==> src/rtl/swl_drv_pkg.sv <==
package swl_drv_pkg;
  // encoding is {cfg_hold, cfg_full}
  typedef enum logic [1:0] {
    DRV_PULL  = 2'b00,
    DRV_FULL  = 2'b01,
    DRV_HOLD  = 2'b10,
    DRV_PULSE = 2'b11
  } drv_mode_e;
endpackage

==> src/rtl/swl_mode_latch.sv <==
module swl_mode_latch
  import swl_drv_pkg::*;
#(
  parameter drv_mode_e RESET_MODE = DRV_PULL
) (
  input  logic      clk,
  input  logic      rst,
  input  logic      capture,
  input  logic      cfg_full,
  input  logic      cfg_hold,
  output drv_mode_e mode_now,
  output drv_mode_e mode_q
);
  drv_mode_e mode_r;

  always_ff @(posedge clk) begin
    if (rst) mode_r <= RESET_MODE;
    else if (capture) mode_r <= drv_mode_e'({cfg_hold, cfg_full});
  end

  // the capture cycle already uses the fresh option bits
  assign mode_now = capture ? drv_mode_e'({cfg_hold, cfg_full}) : mode_r;
  assign mode_q   = mode_r;

  assert_mode_frozen_R8: assert property (@(posedge clk) disable iff (rst)
    !capture |=> $stable(mode_r));
endmodule

==> src/rtl/swl_hold_window.sv <==
module swl_hold_window (
  input  logic clk,
  input  logic rst,
  input  logic enable_w,
  input  logic arm,
  input  logic line_hi,
  input  logic center,
  output logic win_next
);
  logic win_q;

  // open at the bit boundary, close on the first of line-high or centre
  assign win_next = enable_w & (arm | win_q) & ~line_hi & ~center;

  always_ff @(posedge clk) begin
    if (rst) win_q <= 1'b0;
    else win_q <= win_next;
  end

  assert_close_on_line_R4: assert property (@(posedge clk) disable iff (rst)
    line_hi |=> !win_q);
  assert_close_on_center_R4: assert property (@(posedge clk) disable iff (rst)
    center |=> !win_q);
endmodule

==> src/rtl/swl_rise_pulse.sv <==
module swl_rise_pulse #(
  parameter logic IDLE_LEVEL = 1'b1
) (
  input  logic clk,
  input  logic rst,
  input  logic track,
  input  logic data,
  output logic rise
);
  logic last_q;

  assign rise = track & data & ~last_q;

  always_ff @(posedge clk) begin
    if (rst) last_q <= IDLE_LEVEL;
    else last_q <= track ? data : IDLE_LEVEL;
  end

  assert_single_pulse_R5: assert property (@(posedge clk) disable iff (rst)
    rise |=> !rise);
endmodule

==> src/rtl/swl_tx_driver.sv <==
module swl_tx_driver
  import swl_drv_pkg::*;
#(
  parameter drv_mode_e RESET_MODE = DRV_PULL,
  parameter logic      IDLE_LEVEL = 1'b1
) (
  input  logic clk,
  input  logic rst,
  input  logic frame_start,
  input  logic bit_edge,
  input  logic bit_center,
  input  logic tx_bit,
  input  logic tx_stop,
  input  logic line_in,
  input  logic cfg_full,
  input  logic cfg_hold,
  output logic pad_oe,
  output logic pad_out
);
  logic      active_q;
  logic      start_ok;
  logic      end_now;
  logic      drive_on;
  drv_mode_e mode_now;
  drv_mode_e mode_q;
  logic      hold_win;
  logic      rise_hit;
  logic      oe_d, out_d;
  logic      oe_q, out_q;

  assign start_ok = frame_start & ~active_q;
  assign end_now  = active_q & bit_center & tx_stop;
  assign drive_on = (active_q | start_ok) & ~end_now;

  always_ff @(posedge clk) begin
    if (rst) active_q <= 1'b0;
    else if (start_ok) active_q <= 1'b1;
    else if (end_now) active_q <= 1'b0;
  end

  swl_mode_latch #(.RESET_MODE(RESET_MODE)) u_mode (
    .clk      (clk),
    .rst      (rst),
    .capture  (start_ok),
    .cfg_full (cfg_full),
    .cfg_hold (cfg_hold),
    .mode_now (mode_now),
    .mode_q   (mode_q)
  );

  swl_hold_window u_hold (
    .clk      (clk),
    .rst      (rst),
    .enable_w (drive_on & tx_bit & (mode_now == DRV_HOLD)),
    .arm      (bit_edge),
    .line_hi  (line_in),
    .center   (bit_center),
    .win_next (hold_win)
  );

  swl_rise_pulse #(.IDLE_LEVEL(IDLE_LEVEL)) u_rise (
    .clk   (clk),
    .rst   (rst),
    .track (drive_on),
    .data  (tx_bit),
    .rise  (rise_hit)
  );

  always_comb begin
    oe_d  = 1'b0;
    out_d = 1'b1;
    if (drive_on) begin
      if (!tx_bit) begin
        oe_d  = 1'b1;
        out_d = 1'b0;
      end else begin
        case (mode_now)
          DRV_FULL:  oe_d = 1'b1;
          DRV_HOLD:  oe_d = hold_win;
          DRV_PULSE: oe_d = rise_hit;
          default:   oe_d = 1'b0;
        endcase
      end
    end
  end

  always_ff @(posedge clk) begin
    if (rst) begin
      oe_q  <= 1'b0;
      out_q <= 1'b1;
    end else begin
      oe_q  <= oe_d;
      out_q <= out_d;
    end
  end

  assign pad_oe  = oe_q;
  assign pad_out = out_q;

  assert_plain_no_high_R1: assert property (@(posedge clk) disable iff (rst)
    (pad_oe && pad_out) |-> (mode_q != DRV_PULL));
  assert_low_driven_R2: assert property (@(posedge clk) disable iff (rst)
    (active_q && !tx_bit && !end_now) |=> (pad_oe && !pad_out));
  assert_full_high_R3: assert property (@(posedge clk) disable iff (rst)
    (active_q && tx_bit && !end_now && mode_q == DRV_FULL) |=> (pad_oe && pad_out));
  assert_stop_release_R6: assert property (@(posedge clk) disable iff (rst)
    end_now |=> !pad_oe);
  assert_idle_quiet_R7: assert property (@(posedge clk) disable iff (rst)
    (!active_q && !frame_start) |=> (!pad_oe && pad_out));
endmodule

==> config.mk <==
export PLATFORM = sky130hd
export DESIGN_NAME = swl_tx_driver
export DESIGN_NICKNAME = d
export VERILOG_FILES = /design/src/rtl/swl_drv_pkg.sv /design/src/rtl/swl_mode_latch.sv /design/src/rtl/swl_hold_window.sv /design/src/rtl/swl_rise_pulse.sv /design/src/rtl/swl_tx_driver.sv
export SDC_FILE = /design/constraint.sdc
export NUM_CORES = 1
export LEC_CHECK = 0
export ABC_CLOCK_PERIOD_IN_PS = 1800
export BUFFER_PORTS_ARGS = -buffer_cell sky130_fd_sc_hd__buf_2
export CORE_AREA = 2 2 39 41
export CTS_BUF_LIST = sky130_fd_sc_hd__clkbuf_4 sky130_fd_sc_hd__clkbuf_8
export DETAILED_ROUTE_END_ITERATION = 7
export DIE_AREA = 0 0 41 43
export GPL_TIMING_DRIVEN = 0
export HOLD_SLACK_MARGIN = 0.02
export PLACE_DENSITY = 0.46
export SYNTH_ARGS = -nofsm -noshare
export SYNTH_HDL_FRONTEND = slang
export SYNTH_SLANG_ARGS = --single-unit
==> constraint.sdc <==
create_clock -name clk -period 1.8 [get_ports clk]
set_clock_uncertainty 0.15 [all_clocks]
set_input_delay 0.18 -clock clk [delete_from_list [all_inputs] [get_ports clk]]
set_output_delay 0.18 -clock clk [all_outputs]
set_load 0.01 [all_outputs]
==> key figures, run 1 <==
Run status
  • Outcome: finished clean

Timing
  • Slew Viols, Final: 0
  • Post-route setup slack: 0.118 ns
  • RSZ-0062 raised after global routing: false
  • Finish-stage setup viols: 0
  • Fin. Hold Viols: 0
  • Tightest Pin Transition: 0.497 ns
  • Min Tclk post-route: 1.68 ns
  • Fin crit share: 93.5%
  • FMAX: 594 MHz
  • Relative slew slack: 66.6%
  • Total Neg Setup Slack: 0 ns

Critical path
  • Critical Path Fanout Max: 6
  • Crit-path cells: nor2b_1, buf_6, or3b_1, a2111oi_4, and3_1
  • Crit-path max cell delay: 0.39 ns
  • Buf/Inv on CP: 1
  • Crit end category: flop
  • Slowest CP cell: or3b_1
  • CP startpoint kind: flop
  • Crit path max-delay family: simple AND/OR/NAND/NOR gates
  • Worst EP arrival: 1.71 ns
  • CP Class: flop to flop
  • WP data required: 1.83 ns

Clock network
  • Clock Path Buffers: 2
  • Clk_lat worst skew: 0.24 ns
  • Clk slew on worst S/H paths: 0.04 ns
  • Clk sinks: 6
  • Htree depth: 1
  • CTS Buf Count: 3
  • Root Driver: clkbuf_4
  • Number of setup buffers added after CTS: 0
  • CTS tree: built

Logic synthesis
  • Commonest cells post-synth: dfxtp_1, nor2_1, mux2i_1, nand3b_1
  • Post-synth EDFFs: 0
  • Post-synth top area share: 46.6%
  • Flip-flop and latch count after synthesis: 6
  • Cell with the most instances after synthesis: dfxtp_1
  • Ys async rst share: 0%
  • Mapped Area: 258 sq um
  • Register area share after synthesis: 46.6%
  • Synth top area cells: dfxtp_1, mux2i_1, nor2_1, a2111oi_2, nand3b_1
  • Number of synthesis warnings: 0
  • Yosys top cell by area: dfxtp_1
  • Post-Syn Instances: 25
  • Syn_nets: 35
  • Mean Syn Cell Area: 10.3 sq um
  • Main synth FF type: dfxtp_1
  • Cell variety after synth: 14

Power
  • Reg power frac: 46.5%
  • Net Sw Frac: 22.6%
  • P_leak: 0.000160 uW
  • Net switching power: 70.7 uW
  • Clock power share: 38.5%
  • Peak supply drop: 0.369 mV
  • Pwr Density: 806 nW/um^2
  • Combinational share of power: 15.1%
  • Pint: 242 uW

Routing
  • DR pass1 iterations: 4
  • Total wire length: 548 um
  • WL/cell: 9.61 um
  • Antenna Violating Nets Remaining: 0
  • DRC: 0
  • Routed vias: 230
  • First-iteration detailed-routing DRC count: 5
  • Vias/cell: 4.04

Global route
  • Met1 Use GR: 10.3%
  • Largest net degree at the start of global routing: 7
  • Met3 GRT Util: 3.14%
  • Antenna violations before repair: 0
  • First-pass GRT wire length: 945 um
  • Number of global-route vias before repair: 231
  • Met2 Track Usage GR: 10.3%
  • Global-route usage over all layers: 8.63%
  • Grt peak-use layer: met2
  • Grt ovf: 0

Floorplanning
  • FP Rows: 14
  • Initial Utilization: 18.6%
  • Die ar.: 1760 sq um
  • Die Y: 43 um
  • Core box area: 1380 sq um
  • Ports: 12
  • Die X: 41 um

Worst hold path
  • Worst hold-check path type: input pin to flop

Cells and area
  • N_diodes: 0
  • P&R area growth vs syn: 50.5%
  • Fin nets: 53
  • Layout cell share with drive strength beyond 1: 39.0%
  • Filler instances: 146

Place
  • Gpl congestion: 0.620
  • Buffers on Ports: 11
  • Post-Place Setup Slack: 0.0834 ns
  • Post-DP HPWL: 428 um

Job
  • Max-cap viol count: 0
per-stage QoR:
step | hold slack, ns | cell area (sq um) | utilization [%] | total power, uW | instances
2_1_floorplan | 0.102 | 258 | - | 170 | 25
3_3_place_gp | 0.242 | 333 | 24.1 | 190 | 52
3_5_place_dp | 0.244 | 333 | 24.1 | 189 | 52
4_1_cts | 0.0673 | 375 | 27.1 | 318 | 57
5_1_grt | 0.0653 | 388 | 28.0 | 337 | 57
6_report | 0.0667 | 388 | 28.0 | 313 | 57
registers in the layout, summed over array words and instances, names as in the netlist:
| register | flops |
|---|---|
| pad_oe | 1 |
| u_mode.mode_q | 2 |
| pad_out | 1 |
| u_hold.win_q | 1 |
| active_q | 1 |
power groups by stage:
stage | Clock, uW | Sequential, uW | Combinational [uW]
after floorplan | 0 | 148 | 21.8
after global routing | 139 | 146 | 52.3
after global placement | 0 | 147 | 42.3
after detailed placement | 0 | 147 | 42.0
final | 120 | 145 | 47.0
after CTS | 128 | 145 | 45.6
cell type report:
type | count | area [sq um] | share of cell area [%]
flip-flops and latches | 6 | 120 | 31.0
repair buffers | 13 | 75.1 | 19.4
inverters | 1 | 3.75 | 0.968
plain buffers | 1 | 11.3 | 2.90
multi-input cells | 17 | 135 | 34.8
clock buffers | 3 | 22.5 | 5.81
well taps | 16 | 20.0 | 5.16
kinds of logic (layout without fill, tap and decap cells):
kind of cell,Yosys count,in the layout,synth area share [%]
mux,2,2,7.77
compound gates,4,4,16.0
flops,6,6,46.6
simple gates,11,11,23.8
buf+inv,2,18,5.82
routing by layer:
metal | vias to the layer above | share of wire, %
met5 | - | 0
met4 | 0 | 0
met3 | 0 | 6.8
met2 | 6 | 47
met1 | 100 | 46
li1 | 124 | -
cell usage in the layout (no fill, tap or decap), drive strengths merged:
| cell type | count |
|---|---|
| buf | 12 |
| dfxtp | 6 |
| nor2 | 5 |
| clkbuf | 3 |
| mux2i | 2 |
| nand3b | 2 |
| dlygate4sd3 | 2 |
| a311oi | 1 |
| nand2b | 1 |
| nor2b | 1 |
| or3b | 1 |
| a2111oi | 1 |
| and3 | 1 |
| inv | 1 |
| o311ai | 1 |
| o31a | 1 |
what timing repair did:
action / 4_1_cts / 5_1_grt
gates resized for setup: 0 / 1
setup endpoints to repair: 0 / 1
hold buffers: 2 / 0
hold endpoints to repair: 3 / 0
tightest hold or removal path, cell delays in order:
cell and delay, ns:
buf_2 0.10, mux2i_1 0.07, nor2_1 0.07
worst paths after layout:
check / startpoint / to / slack (ns) / depth (start not counted)
setup reg to reg: active_q / u_hold.win_q / 0.12 / 5
setup / recovery: active_q / u_hold.win_q / 0.12 / 5
hold / removal: cfg_hold / u_mode.mode_q[1] / 0.07 / 3
hold reg to reg: u_mode.mode_q[1] / u_mode.mode_q[1] / 0.37 / 2
Note: power is estimated with default switching activity, not from simulation.
==> inputs of run 2 (changes only) <==
==> constraint.sdc (replaced) <==
create_clock -name clk -period 1.8 [get_ports clk]
set_clock_uncertainty 0.15 [all_clocks]
set_input_delay 0.36 -clock clk [delete_from_list [all_inputs] [get_ports clk]]
set_output_delay 0.36 -clock clk [all_outputs]
set_load 0.01 [all_outputs]
==> run 2 against run 1 <==
Effect of this change: worst setup slack stayed put; critical path depth stayed put; sequential cell count stayed put; first-iteration DRC count stayed put; combinational power is 6.8% lower; routed wire length is 2.0% lower; clock power hardly changed; die area stayed put; critical path type unchanged.
==> key figures, run 2 (synthesized netlist as in run 1, its figures left out) <==
Timing
  • Tightest Pin Transition: 0.497 ns (unchanged)
  • Relative slew slack: 66.6% (unchanged)
  • Post-route setup slack: 0.118 ns (unchanged)
  • Min Tclk post-route: 1.68 ns (unchanged)
  • FMAX: 594 MHz (unchanged)
  • Fin crit share: 93.5% (unchanged)
  • RSZ-0062 raised after global routing: false (unchanged)
  • Fin. Hold Viols: 0 (unchanged)
  • Slew Viols, Final: 0 (unchanged)
  • Finish-stage setup viols: 0 (unchanged)

Clock network
  • Clk sinks: 6 (unchanged)
  • Root Driver: clkbuf_4 (unchanged)
  • Clk slew on worst S/H paths: 0.04 ns (about the same)
  • Number of setup buffers added after CTS: 0 (unchanged)
  • Cts hold-fix bufs: 0 (was 2)
  • CTS Buf Count: 3 (unchanged)
  • Clock Path Buffers: 2 (unchanged)
  • Clk_lat worst skew: 0.24 ns (about the same)
  • CTS tree: built (unchanged)
  • Htree depth: 1 (unchanged)

Global route
  • Antenna violations before repair: 0 (unchanged)
  • Global-route usage over all layers: 8.53% (was 8.63%)
  • First-pass GRT wire length: 931 um (was 945 um)
  • Number of global-route vias before repair: 228 (was 231)
  • Largest net degree at the start of global routing: 7 (unchanged)
  • Grt ovf: 0 (unchanged)

Routing
  • Total wire length: 537 um (was 548 um)
  • DR pass1 iterations: 3 (was 4)
  • Antenna Violating Nets Remaining: 0 (unchanged)
  • Routed vias: 226 (was 230)
  • Vias/cell: 4.11 (was 4.04)
  • DRC: 0 (unchanged)
  • WL/cell: 9.76 um (was 9.61 um)
  • First-iteration detailed-routing DRC count: 5 (unchanged)

Floorplanning
  • FP Rows: 14 (unchanged)
  • Initial Utilization: 18.6% (unchanged)
  • Die Y: 43 um (unchanged)
  • Core box area: 1380 sq um (unchanged)
  • Die X: 41 um (unchanged)
  • Ports: 12 (unchanged)
  • Die ar.: 1760 sq um (unchanged)

Place
  • Buffers on Ports: 11 (unchanged)
  • Gpl congestion: 0.620 (unchanged)
  • Post-DP HPWL: 428 um (unchanged)
  • Dpl cells: 52 (unchanged)
  • Post-Place Setup Slack: -0.0966 ns (was 0.0834 ns)

Cells and area
  • Area taken by multi-input logic gates: 135 sq um (unchanged)
  • Most common cell after layout, fill and taps aside: buf_2 (unchanged)
  • N_diodes: 0 (unchanged)
  • P&R area growth vs syn: 42.7% (was 50.5%)
  • Fin nets: 51 (was 53)
  • Non-Filler Instances: 55 (was 57)
  • Filler instances: 148 (was 146)
  • Most frequent cells in the layout: buf_2, dfxtp_1, nor2_1 (unchanged)
  • Layout cell share with drive strength beyond 1: 41.0% (was 39.0%)
  • Register Area: 120 sq um (unchanged)
  • Number of flip-flops under the largest register name: 2 (unchanged)
  • Fin util: 26.6% (was 28.0%)

Worst hold path
  • Worst hold-check path type: input pin to flop (unchanged)
  • HP Start: rst (was cfg_hold)

Run status
  • Outcome: finished clean (unchanged)

Critical path
  • CP startpoint kind: flop (unchanged)
  • Critical Path Start: active_q (unchanged)
  • WP data required: 1.83 ns (about the same)
  • Worst EP arrival: 1.71 ns (about the same)
  • Crit end category: flop (unchanged)
  • Worst R2R Start: active_q (unchanged)
  • CP Class: flop to flop (unchanged)
  • Critical Path Fanout Max: 6 (unchanged)

Job
  • Max-cap viol count: 0 (unchanged)

Power
  • P_leak: 0.000152 uW (was 0.000160 uW)
  • Peak supply drop: 0.369 mV (about the same)
  • Pwr Density: 841 nW/um^2 (was 806 nW/um^2)
  • Final Total Pwr: 309 uW (was 313 uW)
-- run 2: cell types whose count changed in the layout (fill, tap and decap cells not counted), sizes merged --
cell / previous run / this run
dlygate4sd3: 2 / 0
-- run 2: final timing paths --
| check | to | slack, ns | cells past startpoint |
|---|---|---|---|
| max | u_hold.win_q | 0.12 | 5 |
| min | u_mode.mode_q[0] | 0.17 | 2 |
| max reg2reg | u_hold.win_q | 0.12 | 5 |
| min reg2reg | u_mode.mode_q[1] | 0.37 | 2 |
-- run 2: report_power, final --
part	total [uW]	switching, uW	internal (uW)
Sequential	145	4.11	141
Clock	120	45.1	75.2
Combinational	43.8	21.0	22.8
-- run 2: cell type report --
class / instances / share of cell area (%)
tap: 16 / 5.44
sequential: 6 / 32.7
timing repair buffer: 11 / 15.0
inverter: 1 / 1.02
buffer: 1 / 3.06
clock buffer: 3 / 6.12
multi-input combinational: 17 / 36.7
-- run 2: metrics by stage --
stage               TNS [ns]  area, sq um  hold WS (ns)
floorplan                  0          258         0.282
global placement      -0.196          333         0.357
detailed placement    -0.181          333         0.374
CTS                        0          355         0.165
global route               0          368         0.150
finish                     0          368         0.167
-- run 2: metal layers --
| metal | wire length (um) | GRT usage (%) |
|---|---|---|
| met3 | 38 | 3.14 |
| met2 | 254 | 10.3 |
| met4 | 0 | 10.0 |
| met5 | 0 | 0 |
| met1 | 244 | 9.97 |
-- run 2: critical path: stages, from the launching register on --
cell and delay (ns):
dfxtp_1 0.34, nor2b_1 0.06, buf_6 0.12, or3b_1 0.39, a2111oi_4 0.37, and3_1 0.18
-- run 2: timing repair --
action                                  in CTS  in global routing
endpoints found under the setup margin       0                  1
hold endpoints to repair                     0                  0
gates resized for setup                      0                  1
==> inputs of run 3 (changes only) <==
Settings changed: ABC_CLOCK_PERIOD_IN_PS 1800 to 2000, CTS_CLUSTER_SIZE from default to 24, PLACE_DENSITY 0.46 to 0.38.
Clock period 1.8 ns to 2 ns, I/O delays scaled along.
==> run 3 against run 2 <==
Effect of this change: clock power fell by 11%; hold slack better by 0.041 ns; worst setup slack better by 0.16 ns; clock-buffer cell count unchanged; sequential share of layout area is 1.1 points higher; critical path depth is the same; die area did not move; power decreased by 11%; sequential cell count did not move; critical path type unchanged; critical endpoint unchanged; largest cell class unchanged.
==> key figures, run 3 (synthesized netlist as in run 1, its figures left out) <==
Run status
  • Outcome: finished clean (unchanged)

Floorplanning
  • Ports: 12 (unchanged)
  • FP Rows: 14 (unchanged)
  • Die X: 41 um (unchanged)
  • Initial Utilization: 18.6% (unchanged)
  • Die Y: 43 um (unchanged)
  • Core box area: 1380 sq um (unchanged)
  • Die ar.: 1760 sq um (unchanged)

Clock network
  • CTS Buf Count: 3 (unchanged)
  • Htree depth: 1 (unchanged)
  • Post-CTS sizing: 0 (unchanged)
  • CTS tree: built (unchanged)
  • Root Driver: clkbuf_4 (unchanged)
  • Clk slew on worst S/H paths: 0.04 ns (about the same)
  • Clk_lat worst skew: 0.24 ns (about the same)
  • Cts hold-fix bufs: 0 (unchanged)
  • Number of setup buffers added after CTS: 0 (unchanged)
  • Clk sinks: 6 (unchanged)
  • Clock Path Buffers: 2 (unchanged)

Timing
  • Relative slew slack: 66.3% (was 66.6%)
  • RSZ-0062 raised after global routing: false (unchanged)
  • Tightest Pin Transition: 0.502 ns (was 0.497 ns)
  • Finish-stage setup viols: 0 (unchanged)
  • Fin. Hold Viols: 0 (unchanged)
  • Fin crit share: 86.3% (was 93.5%)
  • FMAX: 579 MHz (was 594 MHz)
  • Min Tclk post-route: 1.73 ns (was 1.68 ns)
  • Slew Viols, Final: 0 (unchanged)
  • Total Neg Setup Slack: 0 ns (unchanged)

Cells and area
  • Fin nets: 51 (unchanged)
  • Number of flip-flops under the largest register name: 2 (unchanged)
  • P&R area growth vs syn: 37.9% (was 42.7%)
  • Layout cell share with drive strength beyond 1: 41.0% (unchanged)
  • Design Area, Final: 355 sq um (was 368 sq um)
  • N_diodes: 0 (unchanged)
  • Most frequent cells in the layout: buf_2, dfxtp_1, nor2_1 (unchanged)
  • Most common cell after layout, fill and taps aside: buf_2 (unchanged)

Critical path
  • Crit-path max cell delay: 0.42 ns (was 0.39 ns)
  • CP startpoint kind: flop (unchanged)
  • Buf/Inv on CP: 1 (unchanged)
  • Slowest CP cell: a2111oi_2 (was or3b_1)
  • Critical Path Fanout Max: 6 (unchanged)
  • Crit-path cells: nor2b_1, buf_6, or3b_1, a2111oi_2, and3_1 (was nor2b_1, buf_6, or3b_1, a2111oi_4, and3_1)
  • Crit path max-delay family: simple AND/OR/NAND/NOR gates (unchanged)
  • CP Class: flop to flop (unchanged)
  • WP data required: 2.03 ns (was 1.83 ns)
  • Crit end category: flop (unchanged)
  • Worst EP arrival: 1.75 ns (was 1.71 ns)

Worst hold path
  • Worst hold-check path type: input pin to flop (unchanged)

Routing
  • DRC: 0 (unchanged)
  • First-iteration detailed-routing DRC count: 4 (was 5)
  • Total wire length: 555 um (was 537 um)
  • Vias/cell: 4.18 (was 4.11)
  • WL/cell: 10.1 um (was 9.76 um)
  • Routed vias: 230 (was 226)
  • Antenna Violating Nets Remaining: 0 (unchanged)
  • DR pass1 iterations: 4 (was 3)

Global route
  • First-pass GRT wire length: 938 um (was 931 um)
  • Grt ovf: 0 (unchanged)
  • Largest net degree at the start of global routing: 7 (unchanged)
  • Number of global-route vias before repair: 238 (was 228)
  • Global-route usage over all layers: 8.34% (was 8.53%)
  • Antenna violations before repair: 0 (unchanged)

Place
  • Placement Cell Area: 333 sq um (unchanged)
  • Buffers on Ports: 11 (unchanged)
  • Gpl congestion: 0.654 (was 0.620)
  • Post-DP HPWL: 452 um (was 428 um)

Power
  • Clock power share: 38.9% (about the same)
  • Peak supply drop: 0.317 mV (was 0.369 mV)
  • Final Total Pwr: 275 uW (was 309 uW)
  • Reg power frac: 47.4% (was 46.9%)
  • Combinational share of power: 13.7% (was 14.2%)
  • Pint: 214 uW (was 239 uW)
  • Net Sw Frac: 22.0% (was 22.7%)
  • P_leak: 0.000151 uW (was 0.000152 uW)
  • Pwr Density: 774 nW/um^2 (was 841 nW/um^2)
  • Net switching power: 60.4 uW (was 70.2 uW)

Job
  • Max-cap viol count: 0 (unchanged)
[run 3: cell counts in the layout (fill, tap and decap cells not counted)]
No cell type changed its count.
[run 3: power groups by stage]
stage	Combinational [uW]	Sequential, uW	Clock, uW
2_1_floorplan	19.6	133	0
3_3_place_gp	37.7	133	0
3_5_place_dp	37.8	133	0
4_1_cts	38.1	130	112
5_1_grt	42.2	131	119
6_report	37.6	130	107
[run 3: path summary, 6_finish.rpt]
| check | from | cells past startpoint | to | slack (ns) |
|---|---|---|---|---|
| setup / recovery | active_q | 5 | u_hold.win_q | 0.27 |
| hold / removal | rst | 2 | u_mode.mode_q[0] | 0.21 |
| setup reg to reg | active_q | 5 | u_hold.win_q | 0.27 |
| hold reg to reg | u_mode.mode_q[1] | 2 | u_mode.mode_q[1] | 0.36 |
[run 3: final cells by class]
class,instances,area [sq um]
multi-input cells,17,123
clock buffers,3,22.5
fillers,158,1030
inverters,1,3.75
plain buffers,1,11.3
repair buffers,11,55.1
well taps,16,20.0
flip-flops and latches,6,120
[run 3: metal layers]
| layer | global-route usage, % | vias up | part of all wire, % |
|---|---|---|---|
| met3 | 3.14 | 2 | 5.2 |
| met1 | 10.3 | 103 | 46 |
| li1 | - | 119 | - |
| met2 | 10.3 | 6 | 47 |
| met4 | 8.00 | 0 | 2.0 |
| met5 | 0 | - | 0 |
[run 3: stage by stage]
step / setup WS, ns / hold WS (ns) / utilization, % / std cells
2_1_floorplan: 0.245 / 0.320 / - / 25
3_3_place_gp: 0.0414 / 0.359 / 24.1 / 52
3_5_place_dp: 0.0557 / 0.361 / 24.1 / 52
4_1_cts: 0.269 / 0.205 / 25.7 / 55
5_1_grt: 0.189 / 0.210 / 25.7 / 55
6_report: 0.274 / 0.208 / 25.7 / 55
